[src/rtl/arl_pkg.sv]
package arl_pkg;

  // Default geometry: runs grouped in fours, four groups, 16-bit segments
  localparam int unsigned ARL_GROUP   = 4;
  localparam int unsigned ARL_NGROUPS = 4;
  localparam int unsigned ARL_SEG     = 16;

  // Longest codeword: all group ones, the most zeros, two terminator bits
  function automatic int unsigned arl_cw_bits(int unsigned grp, int unsigned ngr);
    return (ngr - 1) + (grp - 1) + 2;
  endfunction

  // Width of a run-length count (holds 0 .. grp*ngr-1)
  function automatic int unsigned arl_len_bits(int unsigned grp, int unsigned ngr);
    return $clog2(grp * ngr);
  endfunction

  typedef enum logic [1:0] {
    SER_IDLE = 2'd0,
    SER_DATA = 2'd1,
    SER_FILL = 2'd2
  } ser_mode_e;

endpackage

[src/rtl/arl_codeword.sv]
module arl_codeword #(
  parameter int unsigned GROUP   = arl_pkg::ARL_GROUP,
  parameter int unsigned NGROUPS = arl_pkg::ARL_NGROUPS,
  localparam int unsigned LEN_W  = arl_pkg::arl_len_bits(GROUP, NGROUPS),
  localparam int unsigned CW_W   = arl_pkg::arl_cw_bits(GROUP, NGROUPS),
  localparam int unsigned CWN_W  = $clog2(CW_W + 1)
) (
  input  logic [LEN_W-1:0] len_i,
  output logic [CW_W-1:0]  code_o,   // left aligned, first bit at MSB
  output logic [CWN_W-1:0] nbits_o
);

  localparam int unsigned E_W = LEN_W + 1;

  logic [LEN_W-1:0] grp_k;
  logic [LEN_W-1:0] zeros_n;
  logic [E_W-1:0]   ones_end;
  logic [E_W-1:0]   zeros_end;

  assign grp_k   = len_i / LEN_W'(GROUP);
  assign zeros_n = (grp_k == '0) ? (len_i - LEN_W'(1))
                                 : (len_i - LEN_W'(int'(grp_k) * int'(GROUP)));

  assign ones_end  = {1'b0, grp_k};
  assign zeros_end = ones_end + {1'b0, zeros_n};

  // Position p (0 = first sent): ones, then zeros, then terminator 0,1
  for (genvar p = 0; p < CW_W; p++) begin : g_bit
    assign code_o[CW_W-1-p] = (E_W'(p) < ones_end) ||
                              (E_W'(p) == zeros_end + E_W'(1));
  end

  assign nbits_o = CWN_W'(zeros_end + E_W'(2));

endmodule

[src/rtl/arl_run_tracker.sv]
module arl_run_tracker #(
  parameter int unsigned GROUP   = arl_pkg::ARL_GROUP,
  parameter int unsigned NGROUPS = arl_pkg::ARL_NGROUPS,
  localparam int unsigned LEN_W  = arl_pkg::arl_len_bits(GROUP, NGROUPS),
  localparam int unsigned MAX_RUN = GROUP * NGROUPS - 1
) (
  input  logic             clk,
  input  logic             rst_n,
  input  logic             take_i,
  input  logic             bit_i,
  input  logic             last_i,
  output logic             hdr_v_o,
  output logic             close_v_o,
  output logic [LEN_W-1:0] close_len_o,
  output logic             flush_v_o,
  output logic [LEN_W-1:0] flush_len_o,
  output logic             clip_o
);

  logic             active_q;
  logic             pol_q;
  logic [LEN_W-1:0] cnt_q;
  logic             clip_q;

  logic             same;
  logic             at_cap;
  logic [LEN_W-1:0] cnt_nx;

  assign same   = active_q && (bit_i == pol_q);
  assign at_cap = (cnt_q == LEN_W'(MAX_RUN));
  assign cnt_nx = !same ? LEN_W'(1) : (at_cap ? cnt_q : cnt_q + LEN_W'(1));

  assign hdr_v_o     = take_i && !active_q;
  assign close_v_o   = take_i && active_q && !same;
  assign close_len_o = cnt_q;
  assign flush_v_o   = take_i && last_i;
  assign flush_len_o = cnt_nx;
  assign clip_o      = clip_q;

  always_ff @(posedge clk or negedge rst_n) begin
    if (!rst_n) begin
      active_q <= 1'b0;
      pol_q    <= 1'b0;
      cnt_q    <= '0;
      clip_q   <= 1'b0;
    end else if (take_i) begin
      active_q <= !last_i;
      pol_q    <= bit_i;
      cnt_q    <= cnt_nx;
      if (!active_q)
        clip_q <= 1'b0;
      else if (same && at_cap)
        clip_q <= 1'b1;
    end
  end


  run_open_chk: assert property (@(posedge clk) disable iff (!rst_n)
    active_q |-> cnt_q != '0);


  run_restart_chk: assert property (@(posedge clk) disable iff (!rst_n)
    (take_i && active_q && (bit_i != pol_q) && !last_i) |=> cnt_q == LEN_W'(1));


  clip_sticky_chk: assert property (@(posedge clk) disable iff (!rst_n)
    (clip_q && !(take_i && !active_q)) |=> clip_q);

endmodule

[src/rtl/arl_serializer.sv]
module arl_serializer #(
  parameter int unsigned CW_W  = 8,
  parameter int unsigned SEG_W = arl_pkg::ARL_SEG,
  localparam int unsigned CWN_W  = $clog2(CW_W + 1),
  localparam int unsigned BUF_W  = 1 + 2 * CW_W,
  localparam int unsigned BUFN_W = $clog2(BUF_W + 1),
  localparam int unsigned PAD_W  = BUF_W - CW_W,
  localparam int unsigned SEG_CW = $clog2(SEG_W),
  localparam int unsigned HALF_B = $clog2(SEG_W / 2)
) (
  input  logic             clk,
  input  logic             rst_n,
  input  logic             hdr_v_i,
  input  logic             hdr_bit_i,
  input  logic             close_v_i,
  input  logic [CW_W-1:0]  close_code_i,
  input  logic [CWN_W-1:0] close_n_i,
  input  logic             flush_v_i,
  input  logic [CW_W-1:0]  flush_code_i,
  input  logic [CWN_W-1:0] flush_n_i,
  output logic             in_ready_o,
  output logic             out_valid_o,
  input  logic             out_ready_i,
  output logic             out_bit_o,
  output logic             out_last_o,
  output logic             out_half_o
);

  import arl_pkg::*;

  logic [BUF_W-1:0]  buf_q;
  logic [BUFN_W-1:0] cnt_q;
  logic [SEG_CW-1:0] seg_q;
  logic              end_q;

  logic [BUFN_W-1:0] hdr_n;
  logic [BUFN_W-1:0] close_n_eff;
  logic [BUFN_W-1:0] flush_n_eff;
  logic [BUF_W-1:0]  load_vec;
  logic [BUFN_W-1:0] load_n;
  logic              load;
  logic              fire;
  logic              seg_wrap;
  ser_mode_e         mode;

  // Pack header, closing codeword and final codeword back to back
  assign hdr_n       = hdr_v_i ? BUFN_W'(1) : '0;
  assign close_n_eff = close_v_i ? BUFN_W'(close_n_i) : '0;
  assign flush_n_eff = flush_v_i ? BUFN_W'(flush_n_i) : '0;

  assign load_vec =
      (hdr_v_i   ? {hdr_bit_i, {(BUF_W-1){1'b0}}} : '0)
    | (close_v_i ? ({close_code_i, {PAD_W{1'b0}}} >> hdr_n) : '0)
    | (flush_v_i ? ({flush_code_i, {PAD_W{1'b0}}} >> (hdr_n + close_n_eff)) : '0);

  assign load_n = hdr_n + close_n_eff + flush_n_eff;
  assign load   = hdr_v_i || close_v_i || flush_v_i;

  always_comb begin
    if (cnt_q != '0)  mode = SER_DATA;
    else if (end_q)   mode = SER_FILL;
    else              mode = SER_IDLE;
  end

  assign seg_wrap    = (seg_q == SEG_CW'(SEG_W - 1));
  assign in_ready_o  = (mode == SER_IDLE);
  assign out_valid_o = (mode != SER_IDLE);
  assign out_bit_o   = (mode == SER_DATA) ? buf_q[BUF_W-1] : 1'b0;
  assign out_last_o  = end_q && seg_wrap && (cnt_q <= BUFN_W'(1));
  assign out_half_o  = &seg_q[HALF_B-1:0];
  assign fire        = out_valid_o && out_ready_i;

  always_ff @(posedge clk or negedge rst_n) begin
    if (!rst_n) begin
      buf_q <= '0;
      cnt_q <= '0;
      seg_q <= '0;
      end_q <= 1'b0;
    end else if (load) begin
      buf_q <= load_vec;
      cnt_q <= load_n;
      if (flush_v_i) end_q <= 1'b1;
    end else if (fire) begin
      buf_q <= buf_q << 1;
      if (cnt_q != '0) cnt_q <= cnt_q - BUFN_W'(1);
      seg_q <= seg_wrap ? '0 : seg_q + SEG_CW'(1);
      if (out_last_o) end_q <= 1'b0;
    end
  end


  hold_chk: assert property (@(posedge clk) disable iff (!rst_n)
    (out_valid_o && !out_ready_i) |=>
      (out_valid_o && $stable(out_bit_o) && $stable(out_last_o) && $stable(out_half_o)));


  last_drain_chk: assert property (@(posedge clk) disable iff (!rst_n)
    (fire && out_last_o) |=> (!out_valid_o && in_ready_o));

endmodule

[src/rtl/arl_encoder.sv]
module arl_encoder #(
  parameter int unsigned GROUP   = arl_pkg::ARL_GROUP,
  parameter int unsigned NGROUPS = arl_pkg::ARL_NGROUPS,
  parameter int unsigned SEG_W   = arl_pkg::ARL_SEG
) (
  input  logic clk,
  input  logic rst_n,
  input  logic pat_valid,
  output logic pat_ready,
  input  logic pat_bit,
  input  logic pat_end,
  output logic code_valid,
  input  logic code_ready,
  output logic code_bit,
  output logic code_last,
  output logic code_half,
  output logic clip_err
);

  localparam int unsigned LEN_W  = arl_pkg::arl_len_bits(GROUP, NGROUPS);
  localparam int unsigned CW_W   = arl_pkg::arl_cw_bits(GROUP, NGROUPS);
  localparam int unsigned CWN_W  = $clog2(CW_W + 1);
  localparam int unsigned NSLOT  = 2;   // slot 0: closing run, slot 1: final run

  logic             take;
  logic             hdr_v;
  logic             close_v;
  logic             flush_v;
  logic [LEN_W-1:0] close_len;
  logic [LEN_W-1:0] flush_len;

  logic [LEN_W-1:0] cw_len  [NSLOT];
  logic [CW_W-1:0]  cw_code [NSLOT];
  logic [CWN_W-1:0] cw_n    [NSLOT];

  assign take = pat_valid && pat_ready;

  arl_run_tracker #(.GROUP(GROUP), .NGROUPS(NGROUPS)) u_track (
    .clk         (clk),
    .rst_n       (rst_n),
    .take_i      (take),
    .bit_i       (pat_bit),
    .last_i      (pat_end),
    .hdr_v_o     (hdr_v),
    .close_v_o   (close_v),
    .close_len_o (close_len),
    .flush_v_o   (flush_v),
    .flush_len_o (flush_len),
    .clip_o      (clip_err)
  );

  assign cw_len[0] = close_len;
  assign cw_len[1] = flush_len;

  for (genvar s = 0; s < NSLOT; s++) begin : g_slot
    arl_codeword #(.GROUP(GROUP), .NGROUPS(NGROUPS)) u_cw (
      .len_i   (cw_len[s]),
      .code_o  (cw_code[s]),
      .nbits_o (cw_n[s])
    );
  end

  arl_serializer #(.CW_W(CW_W), .SEG_W(SEG_W)) u_ser (
    .clk          (clk),
    .rst_n        (rst_n),
    .hdr_v_i      (hdr_v),
    .hdr_bit_i    (pat_bit),
    .close_v_i    (close_v),
    .close_code_i (cw_code[0]),
    .close_n_i    (cw_n[0]),
    .flush_v_i    (flush_v),
    .flush_code_i (cw_code[1]),
    .flush_n_i    (cw_n[1]),
    .in_ready_o   (pat_ready),
    .out_valid_o  (code_valid),
    .out_ready_i  (code_ready),
    .out_bit_o    (code_bit),
    .out_last_o   (code_last),
    .out_half_o   (code_half)
  );


  load_out_chk: assert property (@(posedge clk) disable iff (!rst_n)
    (hdr_v || close_v || flush_v) |=> (code_valid && !pat_ready));


  hdr_first_chk: assert property (@(posedge clk) disable iff (!rst_n)
    hdr_v |=> (code_valid && code_bit == $past(pat_bit)));

endmodule

[config.mk]
export PLATFORM = sky130hd
export DESIGN_NAME = arl_encoder
export DESIGN_NICKNAME = d
export VERILOG_FILES = /design/src/rtl/arl_pkg.sv /design/src/rtl/arl_codeword.sv /design/src/rtl/arl_run_tracker.sv /design/src/rtl/arl_serializer.sv /design/src/rtl/arl_encoder.sv
export SDC_FILE = /design/constraint.sdc
export NUM_CORES = 1
export LEC_CHECK = 0
export BUFFER_PORTS_ARGS = -buffer_cell sky130_fd_sc_hd__buf_2
export CAP_MARGIN = 20
export CORE_MARGIN = 2
export CORE_UTILIZATION = 45
export CTS_CLUSTER_DIAMETER = 30
export DETAILED_ROUTE_END_ITERATION = 8
export PLACE_DENSITY = 0.73
export SYNTH_ARGS = -nofsm -noshare
export SYNTH_HDL_FRONTEND = slang
export SYNTH_SLANG_ARGS = --single-unit
[constraint.sdc]
create_clock -name clk -period 13.7 [get_ports clk]
set_input_delay 0.685 -clock clk [delete_from_list [all_inputs] [get_ports clk]]
set_output_delay 0.685 -clock clk [all_outputs]
set_load 0.005 [all_outputs]
# Word level (Yosys, flattened, before mapping)
# Index checks and enable logic that the tools add are counted.
[totals]
register_bits = 34
inputBits = 6
wordCells = 136
[op_classes]
n_addsub = 15
magnitude_cmp = 17
n_eq_ne = 20
shift = 2
mux = 25
bitwise_logic = 3
n_reduce_logical = 46
[op_table]
columns = ["operator", "count"]
rows = [
  ["17-bit 2-to-1 mux", 5],
  ["3-bit by 5-bit equality test with 1-bit output (first input constant)", 8],
  ["17-bit bitwise OR", 2],
  ["17-bit by 5-bit >> shifter with 17-bit output", 2],
  ["4-bit 2-to-1 mux", 7],
  ["3-bit by 2-bit less-than comparator with 1-bit output (first input constant)", 8],
  ["2-bit by 5-bit equality test with 1-bit output (first input constant)", 4],
  ["1-bit logical OR", 18],
  ["5-bit 2-to-1 mux", 3],
  ["2-bit by 4-bit adder with 5-bit output", 2],
  ["5-bit by 1-bit adder with 5-bit output (second input constant)", 2],
  ["5-bit adder", 2],
  ["1-bit by 5-bit equality test with 1-bit output (first input constant)", 2],
  ["1-bit logical AND", 10],
  ["5-bit zero test", 2],
  ["4-bit by 1-bit adder with 4-bit output (second input constant)", 2],
  ["4-bit by 2-bit adder with 4-bit output (second input constant)", 2],
  ["4-bit equality test (second input constant)", 2],
  ["4-bit zero test", 2],
  ["1-bit by 2-bit less-than comparator with 1-bit output (first input constant)", 4],
  ["2-bit less-than comparator (first input constant)", 4],
  ["1-bit 2-to-1 mux", 8],
  ["2-bit nonzero test", 4],
  ["4-bit by 1-bit subtractor with 4-bit output (second input constant)", 2],
  ["14 further kinds", 21],
]

# Longest topological paths before layout
[depth]
word_depth = 13
ltp_mapped = 27
mapped_depth_nobuf = 24

# By module
# Synthesis repeated with hierarchy kept, for this count alone.
[hier_totals]
cells_unflattened = 377
hier_area_um2 = 3241.9
[by_module_without_submodules]
columns = ["module", "n_inst", "cells_each", "area_per_inst_um2", "seq_area_each_um2"]
rows = [
  ["arl_serializer", 1, 254, 2272.2, 675.6],
  ["arl_codeword", 2, 37, 275.3, 0.0],
  ["arl_run_tracker", 1, 48, 412.9, 175.2],
  ["arl_encoder", 1, 1, 6.3, 0.0],
]

# Worst setup path before layout
# Ideal clock, no wire load.
[synth_path]
kind = "input -> register"
startpoint = "in pat_bit"
endpoint = "reg u_ser.buf_q[2]"
arrival_ns = 4.632
required_ns = 13.618
setup_slack_ns = 8.986
path_stages = 22
n_path_buf = 4
cell_sequence = "xnor2_2 -> nand2_1 -> buf_4 -> nor2_1 -> inv_1 -> ha_1 -> nand2_1 -> o21a_1 -> inv_1 -> fa_1 -> clkbuf_1 -> buf_1 -> inv_1 -> ha_1 -> clkbuf_1 -> nor2_1 -> nand3_1 -> or4_1 -> a31oi_2 -> a22oi_1 -> a22o_1 -> a31oi_1"
[synth_via]
elab_chain_len = 13
word_cells_on_any_way = 46
cone_classes = "5 x add/sub; 8 x order compare; 8 x eq/ne; 1 x shift; 6 x mux; 2 x bitwise; 16 x reduce/logical"
[synth_rtl]
columns = ["item", "line", "text"]
rows = [
  ["from (decl)", "arl_encoder.sv:10", "input logic pat_bit,"],
  ["1-bit equality test (*)", "arl_run_tracker.sv:29", "assign same = active_q && (bit_i == pol_q);"],
  ["1-bit logical AND (*)", "arl_run_tracker.sv:29", ""],
  ["4-bit 2-to-1 mux", "arl_run_tracker.sv:31", "assign cnt_nx = !same ? LEN_W'(1) : (at_cap ? cnt_q : cnt_q + LEN_W'(1));"],
  ["4-bit subtractor (tied with other cells)", "arl_codeword.sv:22", ": (len_i - LEN_W'(int'(grp_k) * int'(GROUP)));"],
  ["4-bit 2-to-1 mux", "arl_codeword.sv:21", "assign zeros_n = (grp_k == '0) ? (len_i - LEN_W'(1))"],
  ["2-bit by 4-bit adder with 5-bit output", "arl_codeword.sv:25", "assign zeros_end = ones_end + {1'b0, zeros_n};"],
  ["5-bit by 1-bit adder with 5-bit output", "arl_codeword.sv:30", "(E_W'(p) == zeros_end + E_W'(1));"],
  ["3-bit by 5-bit equality test with 1-bit output (tied with other cells)", "arl_codeword.sv:30", ""],
  ["1-bit logical OR", "arl_codeword.sv:29", "assign code_o[CW_W-1-p] = (E_W'(p) < ones_end) ||"],
  ["17-bit by 5-bit >> shifter with 17-bit output", "arl_serializer.sv:54", "| (flush_v_i ? ({flush_code_i, {PAD_W{1'b0}}} >> (hdr_n + close_n_eff)) : '0);"],
  ["17-bit 2-to-1 mux", "arl_serializer.sv:54", ""],
  ["17-bit bitwise OR", "arl_serializer.sv:54", ""],
  ["17-bit 2-to-1 mux", "arl_serializer.sv:79", "end else if (load) begin"],
  ["to (signal assigned)", "arl_serializer.sv:80", "buf_q <= load_vec;"],
  ["to (signal assigned)", "arl_serializer.sv:84", "buf_q <= buf_q << 1;"],
  ["to (decl)", "arl_serializer.sv:31", "logic [BUF_W-1:0] buf_q;"],
]
# Mark *: on every way between the ends. The rest lies on a longest branch, timed or not.
# A chain may end at the register's enable or synchronous reset.

# Final worst setup path
[layout_path]
startpoint = "reg u_track.cnt_q[0] (netlist: u_track.close_len_o[0])"
endpoint = "reg u_ser.buf_q[3]"
[layout_via]
elab_chain_len = 13
word_cells_on_any_way = 65
cone_classes = "11 x add/sub; 8 x order compare; 15 x eq/ne; 2 x shift; 8 x mux; 2 x bitwise; 19 x reduce/logical"
[layout_rtl]
columns = ["item", "line", "text"]
rows = [
  ["from (decl)", "arl_run_tracker.sv:22", "logic [LEN_W-1:0] cnt_q;"],
  ["from (signal assigned)", "arl_run_tracker.sv:49", "cnt_q <= cnt_nx;"],
  ["4-bit by 1-bit adder with 4-bit output / 4-bit equality test (equally long branches)", "arl_run_tracker.sv:31, arl_run_tracker.sv:30", ""],
  ["4-bit 2-to-1 mux (2 in series)", "arl_run_tracker.sv:31", ""],
  ["4-bit subtractor (tied with other cells)", "arl_codeword.sv:22", ""],
  ["4-bit 2-to-1 mux", "arl_codeword.sv:21", ""],
  ["2-bit by 4-bit adder with 5-bit output", "arl_codeword.sv:25", ""],
  ["5-bit by 1-bit adder with 5-bit output", "arl_codeword.sv:30", ""],
  ["3-bit by 5-bit equality test with 1-bit output (tied with other cells)", "arl_codeword.sv:30", ""],
  ["1-bit logical OR", "arl_codeword.sv:29", ""],
  ["17-bit by 5-bit >> shifter with 17-bit output", "arl_serializer.sv:54", ""],
  ["17-bit 2-to-1 mux", "arl_serializer.sv:54", ""],
  ["17-bit bitwise OR (*)", "arl_serializer.sv:54", ""],
  ["17-bit 2-to-1 mux (*)", "arl_serializer.sv:79", ""],
]
# Marks and branches as above.

==> flow_summary.ini <==
[cts]
cts_root_buffer = clkbuf_8
hold_buffers = 0
clock-sinks = 34
cts_made_buffers = 5
clock_latency_ns = 0.29
htree_levels = 2
clockBufferDepth = 2
tritoncts = built
cts.repair.resized = 0
clk_pin_slew_ns = 0.08
postCtsSetupRepairBufs = 0

[synthesis]
synth_warnings = 0
synthMostInstantiatedCell = nand2_1
synth_top_area_share_pct = 23.9
yosysSeqAreaShare_pct = 23.9
synth.cell_area_sq_um = 3560
postSynthCellCount = 469
dominantRegCellSynth = dfrtp_1
synth_async_sr_flop_share_pct = 100
ys_top_cells_by_count = nand2_1, nor2_1, dfrtp_1, a21oi_1, o21ai_0
synth_largest_area_cell = dfrtp_1
synth.area.top_cells = dfrtp_1, ha_1, nand2_1, nor2_1, a21oi_1
avgSynthCellArea_sq_um = 7.59
synth_fp_nets = 496
synth.ff_latch_count = 34
synth_edf_count = 0
synth_cell_types = 71

[critical_path]
cp-end-kind = register
required_ns = 13.91
crit_top_cell = inv_1
ff2ff_setup_slack_ns = 7.98
cp_slowest_stage_delay_ns = 0.66
crit_type = reg2reg
cp-start-kind = register
crit_fanout = 19
arrival_ns = 5.92
r2r-start = u_track.close_len_o[0]
crit_slowest_cell = dfrtp_1
worstReg2RegEnd = u_ser.buf_q[3]
crit_chain = ha_1 -> nand3_1 -> nor2_1 -> a21oi_1 -> nor2_1 -> inv_1 -> ha_1 -> nand2_1 -> o21a_1 -> inv_1 -> fa_1 -> inv_1 -> o22ai_1 -> a41oi_2 -> nand2_1 -> inv_1 -> ha_1 -> and3_1 -> o21ai_1 -> a21oi_1 -> a31oi_1 -> o21a_1 -> a22oi_1
reg2regPathDepth = 23

[timing]
max_freq_mhz = 175
fin_skew_ns = 0.00635
setup_ws_ns = 7.98
slew_headroom_pct = 40.0
rsz0062_at_grt = no
worstMarginPinSlew_ns = 0.901
setup_tns_ns = 0
period_needed_ns = 5.72
finalHoldViolations = 0
slew_viol_final = 0
setup_viol = 0
timing.final.crit_share_pct = 41.7

[drt]
ant_nets = 0
avgViaCountPerCell = 6.36
drc = 0
drt_pass1_iterations = 5
vias = 3583
wl_per_cell_um = 17.5
wirelength_mm = 9.88
first_iter_violations = 386

[place]
gp_congestion = 0.952
dp_cells = 555
dpl.hpwl_mm = 7.28
dp_slack_ns = 8.06
portBuffers = 11

[die]
dieArea_sq_um = 8640
die_w_um = 92.9
core_area_sq_um = 7690
die_y_um = 92.9
start_util_pct = 46.3
num_rows = 32
pin_count = 12

[grt]
antenna_found_initial = 0
grt_pass1_vias = 3285
overflow = 0
grt_first_pass_wirelength_mm = 16.3
grtUsageTotal_pct = 23.4
grt_max_degree = 35

[power]
power_uw = 1110
power_density_nw_per_um2 = 295
cellLeakagePower_uw = 0.00160
ir_worst_vdd_uv = 114

[final_layout]
stdcell_count = 563
nets = 487
area_growth_pct = 5.70
n_fill_cell = 757
num_antenna_cells = 0
drive_gt1_share_pct = 8.68

[flow_run]
maxCapViolCount = 0

[worst_hold_path]
hold_path.class = in2async

[status]
status = complete, no violations
-- sequential cells by signal, summed over array words and instances (netlist names) --
register             count
u_track.close_len_o      4
u_ser.seg_q              4
u_ser.cnt_q              5
u_track.active_q         1
u_track.clip_o           1
u_ser.end_q              1
u_ser.buf_q             17
u_track.pol_q            1
-- placed cells by master, fill, tap and decap left out, types with 3 or more instances in the layout --
| cell type | instances |
|---|---|
| nor2_1 | 47 |
| nor3_1 | 13 |
| buf_4 | 3 |
| a22o_1 | 3 |
| nor4_1 | 3 |
| dfrtp_1 | 34 |
| or3_1 | 3 |
| a211oi_1 | 6 |
| o22ai_1 | 3 |
| nand3_1 | 21 |
| o21ai_0 | 26 |
| a22oi_1 | 6 |
| nor2b_1 | 5 |
| o221ai_1 | 5 |
| a221oi_1 | 3 |
| a31oi_1 | 6 |
| buf_2 | 11 |
| o21ai_1 | 8 |
| fa_1 | 3 |
| ha_1 | 18 |
| or4_1 | 3 |
| o211ai_1 | 4 |
| o21a_1 | 6 |
| mux2i_1 | 3 |
| o31ai_1 | 5 |
| nand2_1 | 54 |
| inv_1 | 23 |
| nand4_1 | 6 |
| and3_1 | 16 |
| xnor2_1 | 12 |
| a21oi_1 | 31 |
| clkbuf_8 | 5 |
| nand2b_1 | 5 |
| a21o_1 | 4 |
| and2_1 | 7 |
| xor2_1 | 4 |
-- cell families after synthesis --
logic type               count (synthesis)  synth area share [%]
AO/OA/AOI/OAI                          141                  27.0
XOR/XNOR                                19                  5.31
adder cells (fa/ha/maj)                 21                  8.02
buffers and inverters                   54                  6.47
flip-flops                              34                  23.9
multiplexers                             5                  1.48
AND/OR/NAND/NOR                        195                  27.8
-- layout make-up --
type / instances / area (sq um) / area share, %
Multi-Input combinational cell: 381 / 2480 / 65.9
Sequential cell: 34 / 851 / 22.6
Tap cell: 102 / 128 / 3.39
Inverter: 24 / 90.1 / 2.40
Timing Repair Buffer: 14 / 77.6 / 2.06
Clock buffer: 5 / 68.8 / 1.83
Clock inverter: 3 / 68.8 / 1.83
-- worst max-delay path, delay by kind of cell (launching register included) --
| family | cells | cell delay, ns |
|---|---|---|
| buf+inv | 4 | 0.36 |
| flops | 1 | 0.66 |
| compound gates | 9 | 1.84 |
| simple gates | 6 | 1.17 |
| fa+ha+maj | 4 | 1.57 |
-- metal layers --
layer / global-route usage [%] / wire (um) / vias up
li1: - / - / 1691
met1: 31.5 / 4320 / 1699
met2: 38.5 / 4550 / 167
met3: 3.66 / 772 / 26
met4: 6.99 / 236 / 0
met5: 0 / 0 / -
-- per-stage QoR --
stage	hold WS, ns	instance area [sq um]	util (%)
2_1_floorplan	0.389	3560	-
3_3_place_gp	0.469	3620	47.0
3_5_place_dp	0.478	3620	47.1
4_1_cts	0.493	3760	48.9
5_1_grt	0.514	3760	48.9
6_report	0.464	3760	48.9
-- worst max-delay path by stage --
| stage | start | to | slack [ns] | depth (start not counted) |
|---|---|---|---|---|
| floorplan | pat_bit | u_ser.buf_q[2] | 8.99 | 22 |
| global placement | u_track.close_len_o[3] | u_ser.buf_q[6] | 7.86 | 16 |
| detailed placement | u_track.close_len_o[0] | u_ser.buf_q[3] | 8.06 | 23 |
| CTS | u_track.close_len_o[0] | u_ser.buf_q[3] | 8.05 | 23 |
| global route | u_track.close_len_o[0] | u_ser.buf_q[3] | 7.47 | 23 |
| finish | u_track.close_len_o[0] | u_ser.buf_q[3] | 7.98 | 23 |
-- where the power goes --
part / total, uW / switching (uW) / leakage [uW] / internal [uW]
Sequential: 201 / 57.7 / 0.000421 / 143
Clock: 115 / 42.5 / 0.0000683 / 73.0
Combinational: 793 / 507 / 0.00111 / 286
Note: power is estimated with default switching activity, not from simulation.
